==> src/rtl/nvs_pkg.sv <==
package nvs_pkg;

    typedef enum logic [1:0] {
        XF_IDLE   = 2'd0,
        XF_STORE  = 2'd1,
        XF_RECALL = 2'd2
    } xfer_state_t;

    typedef struct packed {
        logic rd;
        logic wr;
    } bus_op_t;

    typedef struct packed {
        logic hw;
        logic sw;
        logic pwr;
    } store_src_t;

    function automatic bus_op_t decode_bus(
        input logic ce_n,
        input logic oe_n,
        input logic we_n,
        input logic strobe_hi,
        input logic idle
    );
        bus_op_t op;
        op.rd = idle && !ce_n && !oe_n && we_n && strobe_hi;
        op.wr = idle && !ce_n && !we_n && strobe_hi;
        return op;
    endfunction

    function automatic int unsigned stretch_len(input int unsigned want, input int unsigned floor_len);
        return (want < floor_len) ? floor_len : want;
    endfunction

endpackage

==> src/rtl/nvs_arrays.sv <==
module nvs_arrays #(
    parameter int ADDR_W = 6,
    parameter int DATA_W = 8
) (
    input  logic              clk,
    input  logic              wr_en,
    input  logic [ADDR_W-1:0] wr_addr,
    input  logic [DATA_W-1:0] wr_data,
    input  logic [ADDR_W-1:0] rd_addr,
    output logic [DATA_W-1:0] rd_data,
    input  logic              copy_store,
    input  logic              copy_recall,
    input  logic [ADDR_W-1:0] copy_idx
);
    localparam int DEPTH = 1 << ADDR_W;

    logic [DATA_W-1:0] work   [DEPTH];
    logic [DATA_W-1:0] shadow [DEPTH];

    // working array: bus writes or restore traffic (never both at once)
    always_ff @(posedge clk) begin
        if (wr_en) begin
            work[wr_addr] <= wr_data;
        end else if (copy_recall) begin
            work[copy_idx] <= shadow[copy_idx];
        end
    end

    // shadow array: no reset, survives power-up
    always_ff @(posedge clk) begin
        if (copy_store) begin
            shadow[copy_idx] <= work[copy_idx];
        end
    end

    assign rd_data = work[rd_addr];

endmodule

==> src/rtl/nvs_store_trigger.sv <==
module nvs_store_trigger
    import nvs_pkg::*;
(
    input  logic clk,
    input  logic rst,
    input  logic idle,
    input  logic wr_strobe,
    input  logic hsb_in,
    input  logic sw_store_req,
    input  logic pwr_fail,
    input  logic xfer_done,
    output logic start_store,
    output logic dirty
);
    logic       hsb_q;
    logic       pf_q;
    store_src_t src;

    always_ff @(posedge clk) begin
        if (rst) begin
            hsb_q <= 1'b1;
            pf_q  <= 1'b0;
        end else begin
            hsb_q <= hsb_in;
            pf_q  <= pwr_fail;
        end
    end

    always_comb begin
        src.hw  = hsb_q && !hsb_in;
        src.pwr = !pf_q && pwr_fail;
        src.sw  = sw_store_req;
    end

    assign start_store = !rst && idle && (src.sw || (dirty && (src.hw || src.pwr)));

    always_ff @(posedge clk) begin
        if (rst || xfer_done) begin
            dirty <= 1'b0;
        end else if (wr_strobe) begin
            dirty <= 1'b1;
        end
    end

endmodule

==> src/rtl/nvs_xfer_seq.sv <==
module nvs_xfer_seq
    import nvs_pkg::*;
#(
    parameter int ADDR_W       = 6,
    parameter int STORE_CYCLES = 200
) (
    input  logic              clk,
    input  logic              rst,
    input  logic              start_store,
    output logic              busy,
    output logic              xfer_done,
    output logic              copy_store,
    output logic              copy_recall,
    output logic [ADDR_W-1:0] copy_idx
);
    localparam int DEPTH     = 1 << ADDR_W;
    localparam int STORE_LEN = int'(stretch_len(STORE_CYCLES, DEPTH));
    localparam int CW        = $clog2(STORE_LEN + 1);

    xfer_state_t    state;
    logic [CW-1:0]  cnt;
    logic           last;
    logic           in_window;

    always_comb begin
        unique case (state)
            XF_STORE:  last = (cnt == CW'(STORE_LEN - 1));
            XF_RECALL: last = (cnt == CW'(DEPTH - 1));
            default:   last = 1'b0;
        endcase
    end

    always_ff @(posedge clk) begin
        if (rst) begin
            state <= XF_RECALL;
            cnt   <= '0;
        end else begin
            unique case (state)
                XF_IDLE: begin
                    cnt <= '0;
                    if (start_store) state <= XF_STORE;
                end
                XF_STORE, XF_RECALL: begin
                    if (last) begin
                        state <= XF_IDLE;
                        cnt   <= '0;
                    end else begin
                        cnt <= cnt + 1'b1;
                    end
                end
                default: state <= XF_IDLE;
            endcase
        end
    end

    assign in_window   = (cnt < CW'(DEPTH));
    assign busy        = (state != XF_IDLE);
    assign xfer_done   = !rst && last;
    assign copy_store  = !rst && (state == XF_STORE) && in_window;
    assign copy_recall = !rst && (state == XF_RECALL) && in_window;
    assign copy_idx    = cnt[ADDR_W-1:0];

endmodule

==> src/rtl/nvsram_ctrl.sv <==
module nvsram_ctrl
    import nvs_pkg::*;
#(
    parameter int ADDR_W       = 6,
    parameter int DATA_W       = 8,
    parameter int STORE_CYCLES = 200
) (
    input  logic              clk,
    input  logic              rst,
    input  logic              ce_n,
    input  logic              oe_n,
    input  logic              we_n,
    input  logic [ADDR_W-1:0] addr,
    input  logic [DATA_W-1:0] dq_in,
    output logic [DATA_W-1:0] dq_out,
    output logic              dq_oe,
    input  logic              hsb_in,
    output logic              hsb_pull_low,
    input  logic              sw_store_req,
    input  logic              pwr_fail
);
    bus_op_t           bus_op;
    logic              busy;
    logic              xfer_done;
    logic              start_store;
    logic              dirty_q;
    logic              copy_store;
    logic              copy_recall;
    logic [ADDR_W-1:0] copy_idx;
    logic [DATA_W-1:0] rd_word;

    assign bus_op = decode_bus(ce_n, oe_n, we_n, hsb_in, !busy && !rst);

    nvs_store_trigger u_trig (
        .clk          (clk),
        .rst          (rst),
        .idle         (!busy),
        .wr_strobe    (bus_op.wr),
        .hsb_in       (hsb_in),
        .sw_store_req (sw_store_req),
        .pwr_fail     (pwr_fail),
        .xfer_done    (xfer_done),
        .start_store  (start_store),
        .dirty        (dirty_q)
    );

    nvs_xfer_seq #(
        .ADDR_W       (ADDR_W),
        .STORE_CYCLES (STORE_CYCLES)
    ) u_seq (
        .clk         (clk),
        .rst         (rst),
        .start_store (start_store),
        .busy        (busy),
        .xfer_done   (xfer_done),
        .copy_store  (copy_store),
        .copy_recall (copy_recall),
        .copy_idx    (copy_idx)
    );

    nvs_arrays #(
        .ADDR_W (ADDR_W),
        .DATA_W (DATA_W)
    ) u_mem (
        .clk         (clk),
        .wr_en       (bus_op.wr),
        .wr_addr     (addr),
        .wr_data     (dq_in),
        .rd_addr     (addr),
        .rd_data     (rd_word),
        .copy_store  (copy_store),
        .copy_recall (copy_recall),
        .copy_idx    (copy_idx)
    );

    assign dq_oe        = bus_op.rd;
    assign dq_out       = bus_op.rd ? rd_word : '0;
    assign hsb_pull_low = busy;

endmodule

==> config.mk <==
export PLATFORM = sky130hd
export DESIGN_NAME = nvsram_ctrl
export DESIGN_NICKNAME = d
export VERILOG_FILES = /design/src/rtl/nvs_pkg.sv /design/src/rtl/nvs_arrays.sv /design/src/rtl/nvs_store_trigger.sv /design/src/rtl/nvs_xfer_seq.sv /design/src/rtl/nvsram_ctrl.sv
export SDC_FILE = /design/constraint.sdc
export NUM_CORES = 1
export LEC_CHECK = 0
export BUFFER_PORTS_ARGS = -buffer_cell sky130_fd_sc_hd__buf_2
export CAP_MARGIN = 20
export CORE_MARGIN = 4
export CORE_UTILIZATION = 42
export DETAILED_ROUTE_END_ITERATION = 12
export PLACE_DENSITY = 0.54
export SYNTH_ARGS = -nofsm -noshare
export SYNTH_HDL_FRONTEND = slang
export SYNTH_HIERARCHICAL = 1
export SYNTH_SLANG_ARGS = --single-unit
==> constraint.sdc <==
create_clock -name clk -period 6.7 [get_ports clk]
set_input_delay 1.34 -clock clk [delete_from_list [all_inputs] [get_ports clk]]
set_output_delay 1.34 -clock clk [all_outputs]
set_load 0.02 [all_outputs]
## Word-level counts from Yosys, hierarchy flattened

Memory sizes are Yosys's and may differ from the RTL's. A register that Yosys moved wholly into a read port is not among the register bits.
Cells that the tools add are included.
W data, S select, Z words.

| word-level totals | value |
|---|---|
| memory bits (writable) | 1024 |
| register bits | 13 |
| word-level logic and storage cells | 68 |
| bits in read-only memories | 0 |
| bits in latches | 0 |
| memories kept | 2 |
| bits of input ports | 22 |

Memories:

| memory | depth | width | read ports | clocked after memory_dff | wr ports | line | text |
|---|---|---|---|---|---|---|---|
| u_mem.shadow | 64 | 8 | 1 | 1 | 1 | nvs_arrays.sv:18 | `logic [DATA_W-1:0] shadow [DEPTH];` |
| u_mem.work | 64 | 8 | 2 | 1 | 1 | nvs_arrays.sv:17 | `logic [DATA_W-1:0] work [DEPTH];` |

| cells by class | value |
|---|---|
| eq/ne operators | 6 |
| shifts and indexed selects | 0 |
| order comparisons | 1 |
| multipliers | 0 |
| divide/modulo/power cells | 0 |
| bitwise logic cells | 0 |
| add/sub/neg operators | 1 |
| reduce and logical (&&, ||, !) cells | 32 |
| muxes and demuxes | 21 |

Operator list:

| cell | count |
|---|---|
| $mux W6 | 5 |
| $mux W8 | 3 |
| $logic_and A1 B1 Y1 | 16 |
| $pmux W8 S2 | 1 |
| $add A8 B1 Y8 const B | 1 |
| $eq A8 B6 Y1 const B | 1 |
| $eq A8 B8 Y1 const B | 1 |
| $lt A8 B7 Y1 const B | 1 |
| $mux W1 | 8 |
| $reduce_or A8 Y1 | 1 |
| $logic_not A1 Y1 | 7 |
| $mux W2 | 2 |
| $pmux W2 S2 | 1 |
| $reduce_bool A2 Y1 | 2 |
| $logic_or A1 B1 Y1 | 3 |
| $eq A2 B1 Y1 const B | 1 |
| $eq A2 B2 Y1 const B | 1 |
| $logic_not A2 Y1 | 1 |
| $ne A2 B1 Y1 const B | 1 |
| $ne A2 B2 Y1 const B | 1 |
| $pmux W1 S2 | 1 |
| $reduce_and A2 Y1 | 1 |
| $reduce_or A2 Y1 | 1 |

## Logic depth before layout (Yosys ltp)

| depth | value |
|---|---|
| depth in word-level cells | 10 |
| gate-level depth with buffers | 13 |
| mapped depth without buffers | 11 |

## By module

The synthesis kept the hierarchy.

Modules (own cells, without submodules):

| module | times used | seq. area each (um2) | area each (um2) | cells an instance |
|---|---|---|---|---|
| nvs_arrays | 1 | 30749.5 | 44313.8 | 2475 |
| nvs_xfer_seq | 1 | 200.2 | 634.4 | 67 |
| nvsram_ctrl | 1 | 0.0 | 158.9 | 23 |
| nvs_store_trigger | 1 | 60.1 | 113.9 | 13 |

## Least setup slack after synthesis

Ideal clock, no wire load.

| path | value |
|---|---|
| kind | in2reg |
| start | in rst |
| end | mem u_mem.work[0][3] (data pin) |
| slack | 1.220 ns |
| buffers on the path | 2 |
| stages on the path | 8 |
| data required time | 6.116 ns |
| arrival | 4.896 ns |
| setup time | 0.584 ns |
| cells stage by stage | or4b_1 -> buf_6 -> nor2_1 -> nand2b_1 -> clkbuf_1 -> a311o_1 -> a2111oi_0 -> a41oi_1 |

RTL lines:

| item | line | text |
|---|---|---|
| start: declaration | nvsram_ctrl.sv:9 | `input logic rst,` |
| end: declaration | nvs_arrays.sv:17 |  |

## Worst setup path in the final report

| path | value |
|---|---|
| start | in addr[0] |
| end | out dq_out[4] |

| between the ends | value |
|---|---|
| longest elaborated chain between the ends | 2 |

Ends and longest elaborated chain:

| item | line | text |
|---|---|---|
| start: declaration | nvsram_ctrl.sv:13 | `input logic [ADDR_W-1:0] addr,` |
| $mem_v2 Z64 W8 | -- |  |
| net rd_word[4] | nvsram_ctrl.sv:30 | `logic [DATA_W-1:0] rd_word;` |
| $mux W8 | nvsram_ctrl.sv:77 | `assign dq_out = bus_op.rd ? rd_word : '0;` |
| end: declaration | nvsram_ctrl.sv:15 | `output logic [DATA_W-1:0] dq_out,` |

The timed path passes the listed nets, and every way through them passes these cells.

==> results.toml <==
[outcome]
status = "complete, no violations"

[floorplan]
die-area_sq_um = 113000
rows = 120
coreArea_sq_um = 107100
start_util_pct = 42.24
die_h_um = 336.1
fp.dieW_um = 336.1
ios = 32

[timing]
fin_skew_ps = 24.68
fin_crit_sh_pct = 83.14
relSlewSlack_pct = 14.65
fin_crit_ps = 5571
slew_viol_final = 0
tightest_slew_ps = 1263
worst_hold_slack_ps = 566.8
fin_setup_tns_ps = 0
rsz0062_at_grt = "no"
hold_viol_final = 0
finalSetupViolCount = 0
max_freq_ghz = 0.1795

[detailed_routing]
drtAntennaViolNets = 0
via_per_inst = 6.584
drc = 0
routed_wl_um = 147700
drt-pass1-iter-count = 7
drt-initial-drc-count = 3673
wl_per_cell_um = 35.89
vias = 27100

[clock_network]
cts_root_buf = "clkbuf_16"
ctsLongestPathBuffers = 3
ctsHoldBuffers = 0
numCtsBuffers = 109
cts_setup_buffers = 0
cts_num_sinks = 1037
cts_tree = "yes"
htreeDepth = 3
path_clk_slew_ps = 60
cts.repair.resized = 0
clock_latency_ps = 700

[hold_path]
hp-class = "reg2reg"

[synthesis]
synth_cells = 2578
netlist_top_cells_area = "edfxtp_1 (68%), mux4_2 (12%), mux2i_1 (2.3%), a221oi_1 (2.1%), mux2_2 (2.1%)"
synth_edf_count = 1024
synth_area_sq_um = 45220
ys.warnings.count = 6
synth_seq_cells = 1037
ys.flop_type = "edfxtp_1"
syn_nets = 2605
async_flop_share_pct = 0
synth.distinct_cells = 77
synth_top_area_cell = "edfxtp_1"
synth_top_area_share_pct = 68.00
synth_area_per_cell_sq_um = 17.54
synth.yosys.seq_area_share_pct = 68.57

[worst_setup_path]
path_common_cell = "nand2_1"
cpPeakStageDelay_ps = 590
end_kind = "output pin"
path_cells = "buf_8 -> buf_4 -> mux4_2 -> nor2b_1 -> a211oi_1 -> o21ai_0 -> nand3_1 -> nand2_1 -> nand2_1 -> nor3_2 -> buf_2"
crit_family = "buffers and inverters"
worstPathMaxFanout = 74
worstSetupPathType = "in2out"
crit_buf_inv = 3
cp.arrival_ps = 4230
slowest_stage = "buf_8"
required_ps = 5360
start_kind = "input port"

[final_layout]
multi_input_area_sq_um = 13260
seqCellArea_sq_um = 31020
fill_cells = 9026
final_layout_size_suffix_gt1_share_pct = 24.24
final_nets = 2645
syn_to_final_growth_pct = 11.73

[power_and_ir_drop]
ir_drop_mv = 0.2279
power_density_nw_per_um2 = 316.3
p_leak_nw = 15.63

[global_route]
grt_pass1_wl_um = 207800
overflow = 0
first_global_vias = 26760
grt_max_degree = 89
antenna_found_initial = 4
track_usage_pct = 25.93

[place]
portBuffers = 31
gp_congestion = 0.9022
dp_hpwl_um = 93070

[flow_run]
drv_cap = 0
-- worst paths after layout --
| check | depth (start not counted) | to | slack, ps | from |
|---|---|---|---|---|
| min reg2reg | 2 | u_seq/cnt[7] | 570 | u_seq/cnt[7] |
| max reg2reg | 10 | u_mem/work[16][7] | 1310 | u_seq/state[0] |
| min | 2 | u_seq/cnt[7] | 570 | u_seq/cnt[7] |
| max | 11 | dq_out[4] | 1130 | addr[0] |
-- cell type report --
cell class,count,area share (%)
timing repair buffer,127,2.075
inverter,9,0.06934
clock buffer,140,5.710
tap,1403,3.474
sequential,1037,61.39
clock inverter,59,1.003
antenna,6,0.02972
multi-input combinational,1334,26.24
-- kinds of logic after synthesis --
kind of cell | synth area share, %
mux | 16.88
xor+xnor | 0.1550
compound gates | 7.578
flops | 68.57
simple gates | 4.239
fa+ha+maj | 0.1383
buf+inv | 2.435
-- layout by cell type, fill, tap and decap left out, types with 9 or more instances in the layout --
cell,synthesis,routed
o21ai_0,50,50
a22o_1,13,13
buf_12,0,9
mux2i_1,103,103
clkbuf_16,0,110
nand3_1,36,35
dfxtp_1,13,10
a21oi_1,55,55
clkinv_1,0,31
nor2_1,196,193
a221o_1,15,15
mux2_1,11,11
nand2_1,93,93
a31oi_1,10,9
nor2b_1,20,13
a22oi_1,62,62
o221ai_1,11,11
clkinv_2,0,12
buf_2,70,29
mux2_2,84,84
mux4_2,244,244
buf_4,23,84
a221oi_1,111,111
edfxtp_1,1024,1024
clkbuf_1,74,28
o22ai_1,56,56
nand2b_1,11,11
-- stage by stage --
| stage | cells | power [mW] | util (%) | setup WS (ps) | area (sq um) |
|---|---|---|---|---|---|
| after floorplan | 2578 | 9.212 | - | 1220 | 45220 |
| after global placement | 3906 | 10.27 | 43.95 | 914.2 | 47050 |
| after detailed placement | 3908 | 10.30 | 43.98 | 726.2 | 47080 |
| after CTS | 4107 | 16.06 | 47.15 | 1116 | 50470 |
| after global routing | 4109 | 16.46 | 47.18 | 959.0 | 50510 |
| final | 4115 | 15.98 | 47.20 | 1129 | 50530 |
-- synth_stat cells, drive strengths merged, types with 3 or more instances --
cell     count
nand3b       3
nor2b       20
o221ai      11
edfxtp    1024
o22ai       56
or2          6
a222oi       3
inv          9
nor3b        6
o2111ai      5
mux4       244
buf        124
a21oi       55
nor3        11
o32a         6
o2bb2ai      7
o21ai       58
xnor2        3
ha           5
o221a        3
a221oi     115
nand3       36
o22a         8
or4          5
nor2       196
a221o       15
mux2        96
a32oi        3
o211ai       5
a31oi       10
or3          4
a22o        13
and2         7
clkbuf      74
nand2       93
a311oi       5
nand2b      11
a22oi       62
xor2         5
a211oi       7
dfxtp       13
o31ai        3
and3         7
mux2i      104
-- worst min-delay path, delay by kind of cell (launching register included) --
family	cells	cell delay, ps
xor+xnor	1	80
flops	1	380
simple gates	1	70
-- sequential cells by signal, indices dropped and copies added, names as in the netlist --
name          count
u_mem/work      512
u_trig/pf_q       1
u_mem/shadow    512
u_seq/cnt         8
u_seq/state       2
u_trig/hsb_q      1
u_trig/dirty      1
-- power breakdown --
part	switching [mW]	internal (mW)	leakage, nW
registers	0.0720	7.58	9.29
clock network	2.49	3.30	1.64
logic	1.79	0.754	4.70
-- routing by layer --
layer	vias up	GRT usage [%]	part of all wire (%)
met5	-	0	0
met1	14300	35.04	39
met3	320	4.801	8.9
li1	10840	-	-
met2	1640	41.43	47
met4	0	11.26	4.9
Note: power is estimated with default switching activity, not from simulation.
